File: config.mk
export PLATFORM = sky130hd
export DESIGN_NAME = iso_pulse_codec
export DESIGN_NICKNAME = d
export VERILOG_FILES = /design/src/rtl/iso_codec_pkg.sv /design/src/rtl/iso_edge_encoder.sv /design/src/rtl/iso_sr_decoder.sv /design/src/rtl/iso_link_watchdog.sv /design/src/rtl/iso_pulse_codec.sv
export SDC_FILE = /design/constraint.sdc
export NUM_CORES = 1
export LEC_CHECK = 0
export BUFFER_PORTS_ARGS = -buffer_cell sky130_fd_sc_hd__buf_2
export CAP_MARGIN = 25
export CORE_ASPECT_RATIO = 1.4
export CORE_UTILIZATION = 37
export DETAILED_ROUTE_END_ITERATION = 10
export HOLD_SLACK_MARGIN = 0.02
export PLACE_DENSITY = 0.55
export SETUP_SLACK_MARGIN = 0.3
export SYNTH_ARGS = -nofsm -noshare
export SYNTH_HDL_FRONTEND = slang
export SYNTH_SLANG_ARGS = --single-unit
File: constraint.sdc
create_clock -name clk -period 1.6 [get_ports clk]
set_clock_uncertainty 0.15 [all_clocks]
set_input_delay 0.08 -clock clk [delete_from_list [all_inputs] [get_ports clk]]
set_output_delay 0.08 -clock clk [all_outputs]
set_load 0.05 [all_outputs]
File: src/rtl/iso_codec_pkg.sv
// Package: shared types for the pulse-coded isolation codec.
// Assumes: one channel per codec instance; a pulse is one clock long.
package iso_codec_pkg;

    // A pair of barrier lines: set reports "high", clr reports "low".
    typedef struct packed {
        logic set;
        logic clr;
    } pulse_pair_t;

endpackage

File: src/rtl/iso_edge_encoder.sv
// Module: iso_edge_encoder
// Turns a level into one-cycle pulses. An input edge sends a pulse of the new
// level. A quiet interval of REFRESH_CYCLES sends a repeat pulse of the present
// level. Any pulse restarts the interval.
// Assumes: din is synchronous to clk; REFRESH_CYCLES >= 2.
module iso_edge_encoder
    import iso_codec_pkg::*;
#(
    parameter int REFRESH_CYCLES = 100
) (
    input  logic        clk,
    input  logic        rst_n,
    input  logic        din,
    output pulse_pair_t pulse
);

    localparam int CW = $clog2(REFRESH_CYCLES + 1);
    localparam logic [CW-1:0] LAST = CW'(REFRESH_CYCLES - 1);

    logic          din_prev;
    logic [CW-1:0] quiet_cnt;
    logic          edge_seen;
    logic          refresh_due;
    logic          fire;

    assign edge_seen   = din ^ din_prev;
    assign refresh_due = (quiet_cnt == LAST);
    assign fire        = edge_seen | refresh_due;

    // Track the previous level. It is not cleared by reset, so no false edge
    // appears when reset is released.
    always_ff @(posedge clk) begin
        din_prev <= din;
    end

    // Count quiet cycles and emit an edge or refresh pulse of the current level.
    always_ff @(posedge clk) begin
        if (!rst_n) begin
            quiet_cnt <= '0;
            pulse     <= '0;
        end else if (fire) begin
            quiet_cnt <= '0;
            pulse.set <= din;
            pulse.clr <= ~din;
        end else begin
            quiet_cnt <= quiet_cnt + 1'b1;
            pulse     <= '0;
        end
    end


    edge_pulse_chk: assert property (@(posedge clk) disable iff (!rst_n)
        (din != $past(din)) |=> (pulse.set || pulse.clr));


    set_level_chk: assert property (@(posedge clk) disable iff (!rst_n)
        pulse.set |-> $past(din));


    refresh_bound_chk: assert property (@(posedge clk) disable iff (!rst_n)
        quiet_cnt < CW'(REFRESH_CYCLES));

endmodule

File: src/rtl/iso_sr_decoder.sv
// Module: iso_sr_decoder
// Bistable latch driven by received pulses: a lone set gives 1, a lone clr
// gives 0, and a simultaneous pair is ignored. It holds its state between pulses.
// Assumes: pulses are already synchronous to clk.
module iso_sr_decoder
    import iso_codec_pkg::*;
#(
    parameter bit RESET_LEVEL = 1'b1
) (
    input  logic        clk,
    input  logic        rst_n,
    input  pulse_pair_t pulse,
    output logic        level
);

    // Update the latched level from a lone set or a lone clear pulse.
    always_ff @(posedge clk) begin
        if (!rst_n) begin
            level <= RESET_LEVEL;
        end else begin
            case ({pulse.set, pulse.clr})
                2'b10:   level <= 1'b1;
                2'b01:   level <= 1'b0;
                default: level <= level;
            endcase
        end
    end


    set_wins_chk: assert property (@(posedge clk) disable iff (!rst_n)
        (pulse.set && !pulse.clr) |=> level);


    clr_wins_chk: assert property (@(posedge clk) disable iff (!rst_n)
        (pulse.clr && !pulse.set) |=> !level);


    conflict_hold_chk: assert property (@(posedge clk) disable iff (!rst_n)
        (pulse.set && pulse.clr) |=> $stable(level));

endmodule

File: src/rtl/iso_link_watchdog.sv
// Module: iso_link_watchdog
// Declares the link lost when no pulse has arrived for TIMEOUT_CYCLES clocks.
// Any pulse restores it on the next clock.
// Assumes: TIMEOUT_CYCLES >= 2; link is reported lost from reset.
module iso_link_watchdog #(
    parameter int TIMEOUT_CYCLES = 500
) (
    input  logic clk,
    input  logic rst_n,
    input  logic pulse_seen,
    output logic link_ok
);

    localparam int TW = $clog2(TIMEOUT_CYCLES + 1);
    localparam logic [TW-1:0] LAST = TW'(TIMEOUT_CYCLES - 1);

    logic [TW-1:0] silent_cnt;

    // Restart on any pulse; drop the link when the silent count reaches the limit.
    always_ff @(posedge clk) begin
        if (!rst_n) begin
            silent_cnt <= '0;
            link_ok    <= 1'b0;
        end else if (pulse_seen) begin
            silent_cnt <= '0;
            link_ok    <= 1'b1;
        end else if (silent_cnt == LAST) begin
            link_ok    <= 1'b0;
        end else begin
            silent_cnt <= silent_cnt + 1'b1;
        end
    end


    pulse_revives_chk: assert property (@(posedge clk) disable iff (!rst_n)
        pulse_seen |=> link_ok);


    drop_only_silent_chk: assert property (@(posedge clk) disable iff (!rst_n)
        $fell(link_ok) |-> !$past(pulse_seen));

endmodule

File: src/rtl/iso_pulse_codec.sv
// Module: iso_pulse_codec (top)
// One channel of a pulse-only isolation link. The encoder drives tx_set/tx_clr.
// The decoder and watchdog take rx_set/rx_clr and produce rx_data and link_ok.
// rx_data is DEFAULT_LEVEL whenever the link is lost.
// Assumes: TIMEOUT_CYCLES > REFRESH_CYCLES, so a healthy link never times out.
module iso_pulse_codec
    import iso_codec_pkg::*;
#(
    parameter int REFRESH_CYCLES = 100,
    parameter int TIMEOUT_CYCLES = 500,
    parameter bit DEFAULT_LEVEL  = 1'b1
) (
    input  logic clk,
    input  logic rst_n,
    input  logic tx_data,
    output logic tx_set,
    output logic tx_clr,
    input  logic rx_set,
    input  logic rx_clr,
    output logic rx_data,
    output logic link_ok
);

    pulse_pair_t enc_pulse;
    pulse_pair_t dec_pulse;
    logic        latched;

    // Check the interval ordering once at start-up.
    initial begin
        assert (TIMEOUT_CYCLES > REFRESH_CYCLES)
            else $error("timeout must exceed refresh interval");
    end

    iso_edge_encoder #(
        .REFRESH_CYCLES(REFRESH_CYCLES)
    ) u_enc (
        .clk  (clk),
        .rst_n(rst_n),
        .din  (tx_data),
        .pulse(enc_pulse)
    );

    assign tx_set        = enc_pulse.set;
    assign tx_clr        = enc_pulse.clr;
    assign dec_pulse.set = rx_set;
    assign dec_pulse.clr = rx_clr;

    iso_sr_decoder #(
        .RESET_LEVEL(DEFAULT_LEVEL)
    ) u_dec (
        .clk  (clk),
        .rst_n(rst_n),
        .pulse(dec_pulse),
        .level(latched)
    );

    iso_link_watchdog #(
        .TIMEOUT_CYCLES(TIMEOUT_CYCLES)
    ) u_wdg (
        .clk       (clk),
        .rst_n     (rst_n),
        .pulse_seen(rx_set | rx_clr),
        .link_ok   (link_ok)
    );

    // Choose the failsafe level while the link is lost.
    always_comb begin
        rx_data = link_ok ? latched : DEFAULT_LEVEL;
    end


    tx_exclusive_chk: assert property (@(posedge clk) disable iff (!rst_n)
        !(tx_set && tx_clr));


    lost_default_chk: assert property (@(posedge clk) disable iff (!rst_n)
        (!link_ok && !rx_set && !rx_clr) |=> (rx_data == DEFAULT_LEVEL));

endmodule

==> results of run 1 <==
-- Yosys cell counts (all sizes together) (2+ instances only) --
cell type | n | area share
nand4 | 2 | 0.021
inv | 5 | 0.021
a21oi | 11 | 0.061
xor2 | 4 | 0.039
dfxtp | 21 | 0.47
xnor2 | 2 | 0.019
o21ai | 10 | 0.055
nor2 | 7 | 0.029
nand3 | 7 | 0.039
nand2 | 8 | 0.033
ha | 5 | 0.069
nor3 | 3 | 0.017
nand2b | 2 | 0.014
or3 | 6 | 0.042
-- timing repair --
| item | in CTS | in global routing |
|---|---|---|
| pin swaps | 5 | 5 |
| resized for setup | 11 | 16 |
| hold buffers | 2 | 0 |
| buffers inserted | 6 | 0 |
| hold endpoints to repair | 5 | 0 |
| setup endpoints to repair | 15 | 17 |
-- sequential cells by signal, indices dropped and copies added (netlist names) --
name	count
u_enc.quiet_cnt	7
u_dec.level	1
u_wdg.silent_cnt	9
u_wdg.link_ok	1
u_enc.pulse	2
u_enc.din_prev	1
-- power groups by stage --
stage	Combinational [mW]	Clock, mW	Sequential, mW
detailed placement	0.0601	0	0.555
global placement	0.0595	0	0.554
finish	0.0815	0.252	0.538
CTS	0.0739	0.266	0.541
global route	0.0886	0.283	0.540
floorplan	0.0293	0	0.566
-- metrics by stage --
step                      instance area, µm²  utilization
after floorplan                          932            -
after global placement                  1000        0.449
after detailed placement                1000        0.449
after CTS                               1130        0.508
after global routing                    1190        0.536
final                                   1190        0.536
-- placed cells by master, fill, tap and decap left out, drive strengths merged --
| cell type | instances |
|---|---|
| nor4bb | 1 |
| a21oi | 11 |
| nand3 | 7 |
| o21ai | 10 |
| dfxtp | 21 |
| or3 | 6 |
| inv | 5 |
| nor4b | 1 |
| xnor2 | 2 |
| dlygate4sd3 | 2 |
| nor2 | 7 |
| nand4bb | 1 |
| nand2b | 2 |
| clkbuf | 3 |
| a21boi | 1 |
| nor2b | 1 |
| a211o | 1 |
| nor3 | 3 |
| nand2 | 8 |
| buf | 14 |
| and2 | 1 |
| and4 | 1 |
| ha | 5 |
| clkinv | 1 |
| xor2 | 4 |
| nand4 | 2 |
-- routing by layer --
layer,wire length (µm),vias up,track usage
met1,717,356,0.148
li1,-,397,-
met2,1040,3,0.299
met5,0,-,0
met4,52,0,0.121
met3,25,4,0.0238
-- worst min-delay path: cells and delay by family --
kind,cells,cell delay (ps)
compound gates,1,60
fa+ha+maj,1,150
buf+inv,2,160
-- worst paths after layout --
path,from,end,slack [ps],depth (start not counted)
max,u_wdg.silent_cnt[0],u_wdg.silent_cnt[5],230,4
min,rx_clr,u_wdg.link_ok,40,4
max reg2reg,u_wdg.silent_cnt[0],u_wdg.silent_cnt[5],230,4
min reg2reg,u_enc.din_prev,u_enc.pulse[1],340,1
-- cell families after synthesis --
group / after synthesis / synth area share
AOI/OAI and AO/OA: 23 / 0.136
xor gates and xnor gates: 6 / 0.0582
buffers and inverters: 5 / 0.0208
adders and majority gates: 5 / 0.0693
and+or+nand+nor: 41 / 0.251
DFF: 21 / 0.465
-- final cells by class --
cell class,instances,area [µm²],area share
multi-input combinational,75,571,0.478
sequential,21,440,0.369
timing repair buffer,16,109,0.0912
tap,22,27.5,0.0231
clock buffer,3,22.5,0.0189
inverter,5,18.8,0.0157
clock inverter,1,5.00,0.00419
==> results.toml, run 1 <==
[run_status]
status = "completed"

[timing]
hold_viol = 0
holdWs_ps = 36.2
fin_crit_ps = 1370
post-route-period-util = 0.856
tns_ps = 0
worstMarginPinSlew_ps = 308
setup_ws_ps = 231
slew_violations = 0
setup_viol = 0
max_freq_mhz = 730
slew-limit-headroom = 0.794
rsz0062_at_grt = "true"

[clocking]
numClockSinks = 21
cts_root_buf = "clkbuf_4"
htreeDepth = 1
cts.clk_slew.worst_paths_ps = 120
cts_buffers = 3
insertion_delay_ps = 300
cts_tree = "built"
cts_buffer_depth = 2

[pwr]
clkPwrFrac = 0.289
power_switching_uw = 216
switching_share = 0.248
combPwrFrac = 0.094
ir_worst_vdd_mv = 0.395
cellInternalPower_uw = 656
leakagePower_nw = 0.417
p_total_uw = 872
p_per_area_nw_per_um2 = 730
seqPwrFrac = 0.617

[placement]
dpl.cell_count = 131
hpwl_mm = 1.23
io_buffers = 8
gp_congestion = 0.800
pre_cts_ws_ps = 218

[critical_path]
crit_path_cell_trace = "buf_6 > nand4_1 > or3_1 > a21oi_1"
crit_path_start_kind = "flip-flop"
slowest_stage = "dfxtp_4"
cp_data_required_time_ps = 1690
critPathMaxStageDelay_ps = 380
worst-setup-path-type = "reg -> reg"
cp_num_buf_inv = 1
crit_family = "simple AND/OR/NAND/NOR gates"
cp-end-kind = "flip-flop"
cp_max_fo = 4
arrival_ps = 1460

[die]
die_h_um = 60.5
die_w_um = 43.8
die_area_um2 = 2650
initial_core_util = 0.406
core_um2 = 2230
io_pins = 9
row_count = 20

[final_layout]
antennaDiodeCount = 0
layout-drive-gt1-share = 0.380
synthToLayoutAreaGrowth_pct = 32.1
fillers = 205
layout.cells.non_filler = 143
nets = 132

[synth]
synth-edff-count = 0
syn_avg_cell_area_um2 = 8.94
syn_area_um2 = 903
synth_cell_types = 23
ys_seq_area_frac = 0.465
syn_inst = 101
async_flop_share = 0
yosys_warnings = 0
synth-main-ff-cell = "dfxtp_1"
syn_nets = 111
ys_seq_elements = 21

[grt]
grt_pass1_wl_mm = 2.99
grt_max_degree = 13
grt_overflow_total = 0
grt_usage = 0.157
antenna_found_initial = 0
grt_pass1_vias = 735

[detailed_routing]
via_per_inst = 5.31
drcViolationCount = 0
vias = 760
dr.first_iter.drc_count = 10
ant_nets = 0
dr.pass1.iters = 3
wl_mm = 1.84
wire_per_inst_um = 12.8

[job]
cap_violations = 0

[worst_hold_path]
hold_path.class = "in -> reg"
Note: power is estimated with default switching activity, not from simulation.
==> inputs of run 2 (changes only) <==
CTS_BUF_LIST = sky130_fd_sc_hd__clkbuf_8   (was default)
==> results.toml, run 2 (synthesis results as in run 1) <==
[run_status]
status = "completed"

[timing]
slew-limit-headroom = 0.773
fin_crit_ps = 1330
setup_viol = 0
holdWs_ps = 90.6
tns_ps = 0
worstMarginPinSlew_ps = 339
post-route-period-util = 0.830
max_freq_mhz = 753
setup_ws_ps = 272
rsz0062_at_grt = "true"
slew_violations = 0
hold_viol = 0

[detailed_routing]
dr.first_iter.drc_count = 9
drt-met1-wl_um = 746
wl_met2_mm = 1.00
drcViolationCount = 0
wire_per_inst_um = 12.6
dr.pass1.iters = 3
via_per_inst = 5.24
wl_mm = 1.80
met3_length_um = 19
highest_layer = "met4"
ant_nets = 0
vias = 749

[critical_path]
crit_path_start_kind = "flip-flop"
rr_startpoint = "u_enc.quiet_cnt[1]"
critPathMaxStageDelay_ps = 370
slowest_stage = "a211o_4"
reg2reg_to = "u_enc.quiet_cnt[6]"
cp-end-kind = "flip-flop"
worst-setup-path-type = "reg -> reg"
reg2regPathDepth = 4
cp_max_fo = 7
arrival_ps = 1370
r2r_slack_ps = 270
crit_path_cell_trace = "ha_4 > nor4b_4 > a211o_4 > a21oi_2"
cp_data_required_time_ps = 1650

[grt]
grt_max_degree = 13
grt_pass1_wl_mm = 2.99
grt_overflow_total = 0
grt_usage = 0.159
antenna_found_initial = 0
grt_pass1_vias = 728

[final_layout]
final_cell_mix = "11 x dfxtp_1, 8 x o21ai_0, 8 x buf_2"
antennaDiodeCount = 0
reg_top3 = "u_wdg.silent_cnt: 9 flops, u_enc.quiet_cnt: 7 flops, u_enc.pulse: 2 flops"
synthToLayoutAreaGrowth_pct = 37.7
top_register = "u_wdg.silent_cnt"
layout-drive-gt1-share = 0.413
fin_util = 0.558
nets = 132
largest_reg_flops = 9
layout_commonest_cell = "dfxtp_1"

[clocking]
cts_buffers = 3
insertion_delay_ps = 260
cts.clk_slew.worst_paths_ps = 80
cts_tree = "built"
cts_buffer_depth = 2
numClockSinks = 21
htreeDepth = 1
cts_root_buf = "clkbuf_8"

[worst_hold_path]
min_from = "rx_clr"
min_to = "u_wdg.link_ok"
holdPathStages = 4
hold_path.class = "in -> reg"

[die]
io_pins = 9
row_count = 20
die_h_um = 60.5
die_area_um2 = 2650
initial_core_util = 0.406
core_um2 = 2230
die_w_um = 43.8

[pwr]
ir_worst_vdd_mv = 0.496
p_per_area_nw_per_um2 = 772
leakagePower_nw = 0.435
p_total_uw = 961

[job]
cap_violations = 0

[placement]
hpwl_mm = 1.23
io_buffers = 8
pre_cts_ws_ps = 218
gp_congestion = 0.800
[run 2: cell type report]
class / instances / area, µm²
fillers: 195 / 983
multi-input cells: 75 / 603
flip-flops and latches: 21 / 443
repair buffers: 16 / 105
clock buffers: 3 / 41.3
well taps: 22 / 27.5
inverters: 5 / 18.8
clock inverters: 1 / 5.00
[run 2: worst max-delay path: cells and delay by family (launching register included)]
family | cells | cell delay [ps]
AND/OR/NAND/NOR | 1 | 130
AO/OA/AOI/OAI | 2 | 480
adder cells (fa/ha/maj) | 1 | 160
flip-flops | 1 | 340
[run 2: where the power goes]
part / leakage (nW) / internal [mW] / total [mW] / switching [mW]
combinational: 0.233 / 0.0332 / 0.0795 / 0.0464
sequential: 0.177 / 0.529 / 0.539 / 0.0105
clock: 0.0255 / 0.173 / 0.342 / 0.169
[run 2: worst max path at each step]
stage	from	to	slack, ps
after global routing	u_wdg.silent_cnt[4]	u_wdg.silent_cnt[8]	220
after detailed placement	u_enc.quiet_cnt[1]	u_enc.quiet_cnt[6]	220
final	u_enc.quiet_cnt[1]	u_enc.quiet_cnt[6]	270
after CTS	u_enc.quiet_cnt[0]	u_enc.quiet_cnt[6]	230
after floorplan	u_enc.quiet_cnt[1]	u_enc.quiet_cnt[6]	310
after global placement	u_wdg.silent_cnt[0]	u_wdg.silent_cnt[8]	240
[run 2: metal layers]
layer	up-vias	GRT usage
met4	0	0.103
met3	2	0.0298
met2	1	0.305
met1	352	0.150
li1	394	-
met5	-	0
[run 2: through the flow]
stage	instance area, µm²	instances
global placement	1000	131
floorplan	932	101
finish	1240	143
detailed placement	1000	131
CTS	1150	143
global route	1240	143
[run 2: timing repair]
item	CTS	global route
hold buffers	2	0
setup endpoints to repair	15	17
pin swaps	5	4
gates cloned	0	0
buffers inserted	6	0
resized for setup	11	23
endpoints found under the hold margin	5	0
==> inputs of run 3 (changes only) <==
PLACE_DENSITY = 0.57   (was 0.55)
clock period = 1.1 ns   (was 1.6 ns; I/O delays follow)
==> results.toml, run 3 (synthesis results as in run 1) <==
[clocking]
htreeDepth = 1
cts_root_buf = "clkbuf_8"
cts.clk_slew.worst_paths_ps = 80
postCtsHoldBufs = 1
numClockSinks = 21
cts_tree = "built"
cts_buffer_depth = 2
cts_buffers = 3
insertion_delay_ps = 260

[pwr]
leakagePower_nw = 0.534
ir_worst_vdd_mv = 0.850
p_total_mw = 1.41
p_per_area_nw_per_um2 = 975

[critical_path]
arrival_ps = 1370
worstSetupEndpoint = "u_enc.quiet_cnt[6]"
cp_data_required_time_ps = 1140
reg2reg_to = "u_enc.quiet_cnt[6]"
crit_path_start = "u_enc.quiet_cnt[1]"
reg2regPathDepth = 4
r2r_slack_ps = -230
worst-setup-path-type = "reg -> reg"
critPathMaxStageDelay_ps = 360
cp-end-kind = "flip-flop"
crit_path_cell_trace = "ha_4 > nor4b_4 > a211o_4 > a21oi_1"
rr_startpoint = "u_enc.quiet_cnt[1]"
cp_max_fo = 7
crit_path_start_kind = "flip-flop"
slowest_stage = "a211o_4"

[die]
io_pins = 9
die_w_um = 43.8
die_area_um2 = 2650
initial_core_util = 0.406
die_h_um = 60.5
row_count = 20
core_um2 = 2230

[final_layout]
final_cell_mix = "17 x buf_4, 10 x dfxtp_1, 9 x a21oi_1"
synthToLayoutAreaGrowth_pct = 59.8
layout.cells.non_filler = 158
fin_util = 0.648
nets = 147
layout_commonest_cell = "buf_4"
top_register = "u_wdg.silent_cnt"
reg_top3 = "u_wdg.silent_cnt: 9 flops, u_enc.quiet_cnt: 7 flops, u_enc.pulse: 2 flops"
largest_reg_flops = 9
antennaDiodeCount = 0
layout-drive-gt1-share = 0.478

[timing]
fin_crit_ps = 1330
slew-limit-headroom = 0.776
setup_viol = 19
post-route-period-util = 1.21
worstMarginPinSlew_ps = 335
holdWs_ps = -148
setup_ws_ps = -227
max_freq_mhz = 753
hold_viol = 4
rsz0062_at_grt = "true"
tns_ps = -3180
slew_violations = 0

[detailed_routing]
dr.pass1.iters = 4
wl_mm = 2.04
wire_per_inst_um = 12.9
vias = 818
via_per_inst = 5.18
dr.first_iter.drc_count = 12
ant_nets = 0
drcViolationCount = 0

[placement]
pre_cts_ws_ps = -212
hpwl_mm = 1.39
gp_congestion = 0.692
io_buffers = 8
dpl.cell_count = 146

[job]
cap_violations = 0

[grt]
antenna_found_initial = 0
grt_max_degree = 13
grt_overflow_total = 0
grt_pass1_wl_mm = 3.22
grt_usage = 0.168
grt_pass1_vias = 814

[run_status]
violations = "hold timing, setup timing"
status = "complete, but fails checks"

[worst_hold_path]
hold_path.class = "in -> reg"
-- run 3: changes by cell type in the layout (fill, tap and decap cells not counted), sizes merged --
| cell | previous run | this run |
|---|---|---|
| buf | 14 | 30 |
| dlygate4sd3 | 2 | 1 |
-- run 3: what timing repair did --
item	in CTS	in global routing
setup buffers	4	3
setup endpoints to repair	23	23
pin swaps	10	11
endpoints found under the hold margin	5	4
resized for setup	25	7
-- run 3: worst min-delay path by stage --
stage | start | endpoint | slack, ps | cells after the start
after global routing | rst_n | u_dec.level | -150 | 2
after global placement | tx_data | u_enc.din_prev | 60 | 1
after CTS | rst_n | u_dec.level | -160 | 2
after floorplan | tx_data | u_enc.din_prev | -70 | 0
final | rst_n | u_dec.level | -150 | 2
after detailed placement | tx_data | u_enc.din_prev | 70 | 1
-- run 3: final cells by class --
class,instances,area (µm²)
multi-input combinational,75,622
fill,193,783
timing repair buffer,31,283
sequential,21,447
tap,22,27.5
clock inverter,1,5.00
inverter,5,18.8
clock buffer,3,41.3
-- run 3: power by group --
part | switching, mW | internal, mW | leakage [nW]
combinational | 0.0665 | 0.0627 | 0.333
sequential | 0.0181 | 0.770 | 0.176
clock | 0.239 | 0.252 | 0.0255
-- run 3: worst max-delay path, delay by kind of cell (launching register included) --
kind	cells	cell delay (ps)
AOI/OAI and AO/OA	2	480
adders and majority gates	1	160
DFF	1	340
and+or+nand+nor	1	130
-- run 3: per-stage QoR --
| stage | cell area [µm²] | hold WS (ps) |
|---|---|---|
| floorplan | 1010 | -67.3 |
| global placement | 1190 | 62.3 |
| detailed placement | 1190 | 69.0 |
| CTS | 1390 | -155 |
| global route | 1440 | -145 |
| finish | 1440 | -148 |
-- run 3: routing by layer --
| metal | wire [µm] | vias up | global-route usage |
|---|---|---|---|
| li1 | - | 427 | - |
| met1 | 793 | 387 | 0.159 |
| met2 | 1210 | 2 | 0.339 |
| met3 | 19 | 2 | 0.0268 |
| met4 | 17 | 0 | 0.0804 |
| met5 | 0 | - | 0 |
